===== src/rtl/iack_pkg.sv =====
package iack_pkg;
  typedef enum logic [1:0] {PH_FIRST = 2'd0, PH_LOW = 2'd1, PH_HIGH = 2'd2} ph_e;
  localparam logic [7:0] CALL_OP = 8'hCD;
endpackage


===== src/rtl/iack_phase.sv =====
module iack_phase
  import iack_pkg::*;
(
  input  logic clk_i,
  input  logic rst_ni,
  input  logic inta_i,
  output logic rise_o,
  output logic fall_o,
  output ph_e  phase_o
);
  logic inta_q;
  ph_e  phase_q;

  assign rise_o  = inta_i & ~inta_q;
  assign fall_o  = inta_q & ~inta_i;
  assign phase_o = phase_q;

  // phase counts finished pulses; advances on the falling edge
  always_ff @(posedge clk_i or negedge rst_ni) begin
    if (!rst_ni) begin
      inta_q  <= 1'b0;
      phase_q <= PH_FIRST;
    end else begin
      inta_q <= inta_i;
      if (fall_o) phase_q <= (phase_q == PH_HIGH) ? PH_FIRST : ph_e'(phase_q + 2'd1);
    end
  end

  AST_PHASE_WRAP: assert property (@(posedge clk_i) disable iff (!rst_ni)
    (fall_o && phase_q == PH_HIGH) |=> phase_q == PH_FIRST);
  AST_PHASE_RANGE: assert property (@(posedge clk_i) disable iff (!rst_ni)
    phase_q != 2'd3);
endmodule


===== src/rtl/iack_vector.sv =====
module iack_vector
  import iack_pkg::*;
#(
  parameter int DW = 8,
  parameter int LW = 3
) (
  input  ph_e           phase_i,
  input  logic [LW-1:0] level_i,
  input  logic          interval8_i,
  input  logic [DW-1:0] base_i,
  input  logic [DW-1:0] high_i,
  output logic [DW-1:0] byte_o
);
  logic [DW-1:0] lo4, lo8;
  logic          unused_bits;

  assign lo4 = {base_i[DW-1:LW+2], level_i, 2'b00};
  assign lo8 = {base_i[DW-1:LW+3], level_i, 3'b000};
  assign unused_bits = ^base_i[LW+1:0];

  always_comb begin
    unique case (phase_i)
      PH_FIRST: byte_o = DW'(CALL_OP);
      PH_LOW:   byte_o = interval8_i ? lo8 : lo4;
      default:  byte_o = high_i;
    endcase
  end
endmodule


===== src/rtl/iack_cas.sv =====
module iack_cas #(
  parameter int LW = 3
) (
  input  logic          drive_en_i,
  input  logic [LW-1:0] level_i,
  input  logic [LW-1:0] cas_i,
  input  logic [LW-1:0] own_id_i,
  output logic [LW-1:0] cas_o,
  output logic          match_o
);
  assign cas_o   = drive_en_i ? level_i : '0;
  assign match_o = (cas_i == own_id_i);
endmodule


===== src/rtl/iack_seq.sv =====
module iack_seq
  import iack_pkg::*;
#(
  parameter int DW = 8,
  parameter int LW = 3,
  localparam int NL = 1 << LW
) (
  input  logic          clk_i,
  input  logic          rst_ni,
  input  logic          inta_i,
  input  logic          req_valid_i,
  input  logic [LW-1:0] req_level_i,
  input  logic [DW-1:0] vec_base_i,
  input  logic [DW-1:0] vec_high_i,
  input  logic          interval8_i,
  input  logic          auto_eoi_i,
  input  logic          cascade_en_i,
  input  logic          master_i,
  input  logic [NL-1:0] slave_map_i,
  input  logic [LW-1:0] own_id_i,
  input  logic [LW-1:0] cas_i,
  output logic [LW-1:0] cas_o,
  output logic          accept_o,
  output logic [LW-1:0] accept_level_o,
  output logic          eoi_o,
  output logic [LW-1:0] eoi_level_o,
  output logic [DW-1:0] data_o,
  output logic          data_oe_o
);
  logic rise, fall, match, is_master, is_slave, grab_m, grab_s, grab, wrap, drive;
  ph_e  phase;
  logic [LW-1:0] lvl_q;
  logic took_q, live_q, sel_q;
  logic [DW-1:0] vec_byte;

  iack_phase i_phase (
    .clk_i, .rst_ni, .inta_i, .rise_o(rise), .fall_o(fall), .phase_o(phase)
  );

  iack_vector #(.DW(DW), .LW(LW)) i_vector (
    .phase_i(phase), .level_i(lvl_q), .interval8_i, .base_i(vec_base_i),
    .high_i(vec_high_i), .byte_o(vec_byte)
  );

  iack_cas #(.LW(LW)) i_cas (
    .drive_en_i(is_master & cascade_en_i & live_q), .level_i(lvl_q),
    .cas_i, .own_id_i, .cas_o, .match_o(match)
  );

  assign is_master = ~cascade_en_i | master_i;
  assign is_slave  = cascade_en_i & ~master_i;
  assign grab_m    = is_master & rise & (phase == PH_FIRST);
  assign grab_s    = is_slave & fall & (phase == PH_FIRST) & match;
  assign grab      = grab_m | grab_s;
  assign wrap      = fall & (phase == PH_HIGH);

  assign accept_o       = grab & req_valid_i;
  assign accept_level_o = req_level_i;
  assign eoi_o          = rise & (phase == PH_HIGH) & auto_eoi_i & took_q;
  assign eoi_level_o    = lvl_q;

  // opcode from master/single; address bytes from owner of the level
  assign drive     = (phase == PH_FIRST) ? is_master : (is_master ? ~live_q : sel_q);
  assign data_oe_o = inta_i & drive;
  assign data_o    = data_oe_o ? vec_byte : '0;

  always_ff @(posedge clk_i or negedge rst_ni) begin
    if (!rst_ni) begin
      lvl_q  <= '1;
      took_q <= 1'b0;
      live_q <= 1'b0;
      sel_q  <= 1'b0;
    end else if (grab) begin
      lvl_q  <= req_valid_i ? req_level_i : '1;
      took_q <= req_valid_i;
      live_q <= grab_m & cascade_en_i & req_valid_i & slave_map_i[req_level_i];
      sel_q  <= grab_s;
    end else if (wrap) begin
      took_q <= 1'b0;
      live_q <= 1'b0;
      sel_q  <= 1'b0;
    end
  end

  AST_OE_IN_PULSE: assert property (@(posedge clk_i) disable iff (!rst_ni)
    data_oe_o |-> inta_i);
  AST_OPCODE_FIRST: assert property (@(posedge clk_i) disable iff (!rst_ni)
    (data_oe_o && phase == PH_FIRST) |-> data_o == DW'(CALL_OP));
  AST_LOW_ALIGN8: assert property (@(posedge clk_i) disable iff (!rst_ni)
    (data_oe_o && phase == PH_LOW && interval8_i) |-> data_o[2:0] == 3'b000);
  AST_EOI_NEEDS_AUTO: assert property (@(posedge clk_i) disable iff (!rst_ni)
    eoi_o |-> auto_eoi_i);
  AST_ACCEPT_SINGLE: assert property (@(posedge clk_i) disable iff (!rst_ni)
    accept_o |=> !accept_o);
  AST_SLAVE_NO_OPCODE: assert property (@(posedge clk_i) disable iff (!rst_ni)
    (is_slave && phase == PH_FIRST) |-> !data_oe_o);
  AST_CAS_QUIET: assert property (@(posedge clk_i) disable iff (!rst_ni)
    !cascade_en_i |-> cas_o == '0);
endmodule


===== config.mk =====
export PLATFORM = sky130hd
export DESIGN_NAME = iack_seq
export DESIGN_NICKNAME = d
export VERILOG_FILES = /design/src/rtl/iack_pkg.sv /design/src/rtl/iack_phase.sv /design/src/rtl/iack_vector.sv /design/src/rtl/iack_cas.sv /design/src/rtl/iack_seq.sv
export SDC_FILE = /design/constraint.sdc
export NUM_CORES = 1
export LEC_CHECK = 0
export CORE_UTILIZATION = 33
export CTS_CLUSTER_SIZE = 12
export DETAILED_ROUTE_END_ITERATION = 10
export PLACE_DENSITY = 0.8
export SYNTH_ARGS = -nofsm -noshare
export SYNTH_HDL_FRONTEND = slang
export SYNTH_SLANG_ARGS = --single-unit

===== constraint.sdc =====
create_clock -name clk_i -period 1.9 [get_ports clk_i]
set_clock_uncertainty 0.05 [all_clocks]
set_input_delay 0.38 -clock clk_i [delete_from_list [all_inputs] [get_ports clk_i]]
set_output_delay 0.38 -clock clk_i [all_outputs]
set_load 0.01 [all_outputs]

**Word-level counts from Yosys, hierarchy flattened**

Index checks and enable logic that the tools add are counted.

- $add $sub $neg: 1
- Multipliers: 0
- Divide/modulo/power cells: 0
- Magnitude comparators: 1
- Equal/unequal tests: 3
- Shifts and indexed selects: 0
- Multiplexer cells: 14
- Bitwise operators: 26
- Reductions and logical operators: 2

Operator list:

| kind | count |
|---|---|
| 1-bit bitwise AND | 19 |
| 8-bit one-hot mux with 2 select lines | 1 |
| 8-bit 2-to-1 mux | 1 |
| 1-bit 2-to-1 mux | 7 |
| 3-bit 2-to-1 mux | 2 |
| 6-bit 2-to-1 mux | 1 |
| 1-bit inverter | 5 |
| 3-bit by 4-bit less-than comparator with 1-bit output (second input constant) | 1 |
| 1-bit binary-select mux with 3-bit select | 1 |
| 3-bit equality test | 1 |
| 2-bit by 1-bit adder with 2-bit output (second input constant) | 1 |
| 2-bit by 1-bit equality test with 1-bit output (second input constant) | 1 |
| 2-bit equality test (second input constant) | 1 |
| 2-bit logical NOT | 1 |
| 2-bit 2-to-1 mux | 1 |
| 1-bit bitwise OR | 2 |
| 2-bit nonzero test | 1 |

- Flip-flop bits (word level): 9
- Latch bits: 0
- Memory bits (writable): 0
- Memory bits (read-only): 0
- Output and inout bits: 20
- Word-level logic and storage cells: 53
- Memories kept: 0

**Depth between registers and ports, before layout**

Gate-level depths: netlist (run 1).

- Depth in word-level cells: 8
- Mapped depth: 5
- Mapped depth without buffers: 4

**Cells and area by module**

From an unflattened synthesis (run 1), not the netlist that was laid out.

- Cells, all modules: 84
- Area total of the unflattened synthesis: 800.8 µm²

By module, submodules not included:

| module | instances | cells each | area each (µm²) |
|---|---|---|---|
| iack_seq | 1 | 51 | 486.7 |
| iack_phase | 1 | 9 | 137.6 |
| iack_vector | 1 | 17 | 121.4 |
| iack_cas | 1 | 7 | 55.1 |

**Worst setup path after synthesis (run 1)**

OpenSTA, ideal clock, no wires.

- Kind: register -> output
- Start: reg i_phase.phase_q[1], in the netlist i_phase.phase_o[1]
- End: out data_o[2]
- Arrival: 1.382 ns
- Required time: 1.470 ns
- Setup slack: 0.088 ns
- Stages on the path, launching flop included: 6
- Buffers on the path: 1
- Cells stage by stage: dfrtp_1 > clkbuf_1 > nor2_1 > o2bb2ai_1 > nand2_1 > a221oi_1

- Longest elaborated chain between the ends: 4
- Elaborated cells on any way between the ends: 6
- Those cells by class: eq/ne: 1; mux: 3; bitwise: 1; reduce/logical: 1

RTL lines:

| what | RTL line | source |
|---|---|---|
| start: declaration | iack_phase.sv:12 | `ph_e phase_q;` |
| start signal: assignment | iack_phase.sv:25 | `if (fall_o) phase_q <= (phase_q == PH_HIGH) ? PH_FIRST : ph_e'(phase_q + 2'd1);` |
| 2-bit logical NOT | iack_vector.sv:22, iack_seq.sv:63 |  |
| 1-bit 2-to-1 mux | iack_seq.sv:63 | `assign drive = (phase == PH_FIRST) ? is_master : (is_master ? ~live_q : sel_q);` |
| 1-bit bitwise AND | iack_seq.sv:64 | `assign data_oe_o = inta_i & drive;` |
| 8-bit 2-to-1 mux * | iack_seq.sv:65 | `assign data_o = data_oe_o ? vec_byte : '0;` |
| end: declaration | iack_seq.sv:27 | `output logic [DW-1:0] data_o,` |

Mark *: on every way between the ends. The rest lies on a longest branch, timed or not.

**Final worst setup path (run 1)**

- Start: reg i_phase.inta_q
- End: out accept_o

- Longest elaborated chain between the ends: 6
- Elaborated cells on any way between the ends: 10
- Those cells by class: bitwise: 10

RTL lines:

| what | RTL line | source |
|---|---|---|
| start: declaration | iack_phase.sv:11 | `logic inta_q;` |
| start signal: assignment | iack_phase.sv:24 | `inta_q <= inta_i;` |
| 1-bit bitwise AND or 1-bit inverter (tied branches) | iack_phase.sv:15, iack_phase.sv:14 |  |
| 1-bit bitwise AND (on tied branches) | iack_seq.sv:53, iack_phase.sv:14 |  |
| 1-bit bitwise AND (on tied branches) (2 in series) | iack_seq.sv:53, iack_seq.sv:52 |  |
| 1-bit bitwise OR * | iack_seq.sv:54 | `assign grab = grab_m \| grab_s;` |
| 1-bit bitwise AND * | iack_seq.sv:57 | `assign accept_o = grab & req_valid_i;` |
| end: declaration | iack_seq.sv:23 | `output logic accept_o,` |

Marks and branches as above.

==> results of run 1 <==
==> where the power goes <==
group	internal (mW)	total, mW	switching [mW]
clock	0.0810	0.151	0.0699
sequential	0.278	0.345	0.0678
combinational	0.422	0.760	0.338
total	0.780	1.26	0.476
==> path summary, 6_finish.rpt <==
| kind | slack (ns) | cells past startpoint | end | startpoint |
|---|---|---|---|---|
| worst max-delay path | -0.15 | 5 | accept_o | i_phase.inta_q |
| worst min-delay path | 0.37 | 1 | took_q | rst_ni |
| worst max register to register | 0.13 | 6 | live_q | i_phase.phase_o[1] |
| worst min register to register | 0.46 | 1 | sel_q | sel_q |
| max in group asynchronous | 1.09 | 1 | eoi_level_o[2] | rst_ni |
| min in group clk_i | 0.43 | 2 | i_phase.inta_q | inta_i |
==> synthesized netlist by cell type, types with 2 or more instances <==
| cell | number | area, µm² |
|---|---|---|
| o2bb2ai_1 | 2 | 17.52 |
| inv_1 | 3 | 11.26 |
| nor2_1 | 10 | 37.54 |
| nor2b_1 | 3 | 18.77 |
| dfrtp_1 | 6 | 150.1 |
| o22ai_1 | 3 | 18.77 |
| and3_1 | 2 | 12.51 |
| xnor2_1 | 3 | 26.28 |
| mux2_2 | 5 | 56.30 |
| nand2b_1 | 7 | 43.79 |
| dfstp_2 | 3 | 78.83 |
| nand2_1 | 8 | 30.03 |
| a21oi_1 | 4 | 20.02 |
| buf_4 | 3 | 22.52 |
| nand3b_1 | 2 | 15.01 |
| nor4b_2 | 2 | 30.03 |
| o21ai_0 | 3 | 15.01 |
| mux2i_1 | 2 | 20.02 |
| and2_1 | 4 | 25.02 |
==> routing by layer <==
| metal | track usage [%] | share of wire [%] |
|---|---|---|
| met1 | 21.09 | 36 |
| met2 | 45.18 | 56 |
| met3 | 5.952 | 7.0 |
| met4 | 9.259 | 1.6 |
| met5 | 0 | 0 |
==> logic make-up after synthesis <==
group / Yosys count / share of synthesized area [%]
buf+inv: 8 / 6.160
mux: 8 / 12.48
simple gates: 45 / 34.28
compound gates: 16 / 14.85
flops: 9 / 28.91
xor+xnor: 3 / 3.318
==> sequential cells by signal, summed over array words and instances (netlist names) <==
signal	flops
took_q	1
i_phase.inta_q	1
eoi_level_o	3
i_phase.phase_o	2
live_q	1
sel_q	1
==> layout by cell type (no fill, tap or decap), drive strengths merged <==
cell           count
o2bb2ai            2
xnor2              3
a2111oi            1
dfstp              3
clkdlybuf4s15      2
nor4b              3
inv                3
clkbuf             5
nand3b             2
and4bb             1
dlygate4sd2        8
dfrtp              6
and2               4
a21o               1
dlymetal6s2s       7
mux2               5
o31ai              1
and3               2
nor2              10
a221oi             1
o22ai              3
mux4               1
or4                1
nand3              1
o21ai              3
or3                1
nor2b              3
mux2i              2
a21oi              4
clkdlybuf4s50     28
nand2b             7
buf               34
nor3b              1
nand2              8
nand4              1
==> through the flow <==
step                instances  setup slack, ns
floorplan                  89          0.08773
global placement          188          -0.7169
detailed placement        188          -0.7185
CTS                       194          -0.2113
global route              196          -0.2310
finish                    196          -0.1550
==> worst max-delay path, delay by kind of cell, from the launching register on <==
kind	cells	cell delay, ns
AND/OR/NAND/NOR	3	0.60
flip-flops	1	0.44
AO/OA/AOI/OAI	1	0.19
buffers and inverters	1	0.12
==> cell type report <==
type | count | area (µm²) | share of cell area, %
Clock buffer | 4 | 26.28 | 1.608
Inverter | 3 | 11.26 | 0.6891
Multi-Input combinational cell | 72 | 615.6 | 37.67
Sequential cell | 9 | 231.5 | 14.17
Tap cell | 28 | 35.03 | 2.144
Timing Repair Buffer | 80 | 714.4 | 43.72
==> what timing repair did <==
item | CTS | global route
endpoints found under the setup margin | 15 | 13
buffers inserted | 2 | 2
gates resized for setup | 62 | 24
pin swaps | 6 | 6
==> summary.md, run 1 <==
| Metric | Value |
|---|---|
| Outcome | finished with violations |
| Failing checks | setup timing |
| Vias in the first global route | 1,055 |
| Post-synth EDFFs | 0 |
| Post-DP HPWL | 2116 µm |
| Routed via count | 1,020 |
| Final Power | 1.256 mW |
| Largest net degree at the start of global routing | 10 |
| Post-Synthesis Cells | 89 |
| Share of layout cells above drive strength 1 | 42.26% |
| H-Tree Depth | 1 |
| Crit-path cells | nand2b_4, or3_4, o31ai_4, and2_1, buf_2 |
| CORE AREA | 2233 µm² |
| Cell variety after synth | 33 |
| Req. time, crit path | 1.47 ns |
| IO Port Bufs | 55 |
| First-pass GRT wire length | 4416 µm |
| Static leakage power | 0.7850 nW |
| I/O Pins | 61 |
| Post-layout minimum cycle time | 2.055 ns |
| Final Setup Violations | 11 |
| YS warnings | 0 |
| Clock Latency Late Sink | 0.27 ns |
| Largest stage delay, worst path | 0.44 ns |
| Full die area | 2600 µm² |
| N_diodes | 0 |
| Final Hold Fails | 0 |
| Seq/Total Area, Yosys | 28.91% |
| Worst slew margin | 71.19% |
| Die W | 50.99 µm |
| Fillers | 170 |
| Data arrival time of the worst path | 1.62 ns |
| Final core occ | 73.17% |
| Post-route ant nets | 0 |
| Post-route setup TNS | -1.227 ns |
| Via-to-Cell Ratio | 5.204 |
| Worst Tran Pin Value | 0.4308 ns |
| GP Congestion | 0.7844 |
| CP max stage cell | dfrtp_2 |
| Top_reg_cell synth | dfrtp_1 |
| Critical Path Source Type | flop |
| Die Y | 50.99 µm |
| P&R area growth vs syn | 106.3% |
| Worst-path maximum fanout | 4 |
| Max Clock Freq | 0.4866 GHz |
| Final Cycle Share | 108.2% |
| Initial Utilization | 35.46% |
| Initial antenna violation count | 0 |
| CTS Sinks | 9 |
| Total Nets Final | 210 |
| Crit path capture type | output port |
| Slew Limit Fails | 0 |
| Worst-path clk slew | 0.07 ns |
| Mean area per synthesized cell | 8.899 µm² |
| Power Dens Cells | 768.7 nW/µm² |
| Peak VDD IR | 0.0005357 V |
| Worst Hold Margin | 0.3658 ns |
| Avg WL per Cell | 15.59 µm |
| Worst setup margin | -0.1550 ns |
| Syn_nets | 130 |
| Clock buffer count from CTS | 3 |
| # hold bufs at CTS | 0 |
| Rows | 17 |
| #FFs+latches synth | 9 |
| Maxcap violations | 0 |
| Initial DRC count | 9 |
| Unrepaired setup endpoints after global routing | true |
| CTS tree | built |
| GRT Total Usage | 22.63% |
| Drt pass-1 iters | 4 |
| Clk root buf | clkbuf_4 |
| Share of synthesized registers carrying an async set or reset | 100.0% |
| Drt drc | 0 |
| CTS max path bufs | 2 |
| Post-DP Area | 1498 µm² |
| Final Instance Area | 1634 µm² |
| Overflow left after global routing | 0 |
| Worst hold-check path type | input pin to asynchronous set/reset pin |
| WS Path Type | flop to output port |
| WL final | 3055 µm |
| Area of the mapped netlist | 792.0 µm² |
(Power assumes the default switching activity.)
==> run 2, diff against run 1 <==
- GPL_ROUTABILITY_DRIVEN: default -> 1
==> results of run 2 <==
Final layout, timing and power as in run 1 (identical DEF).
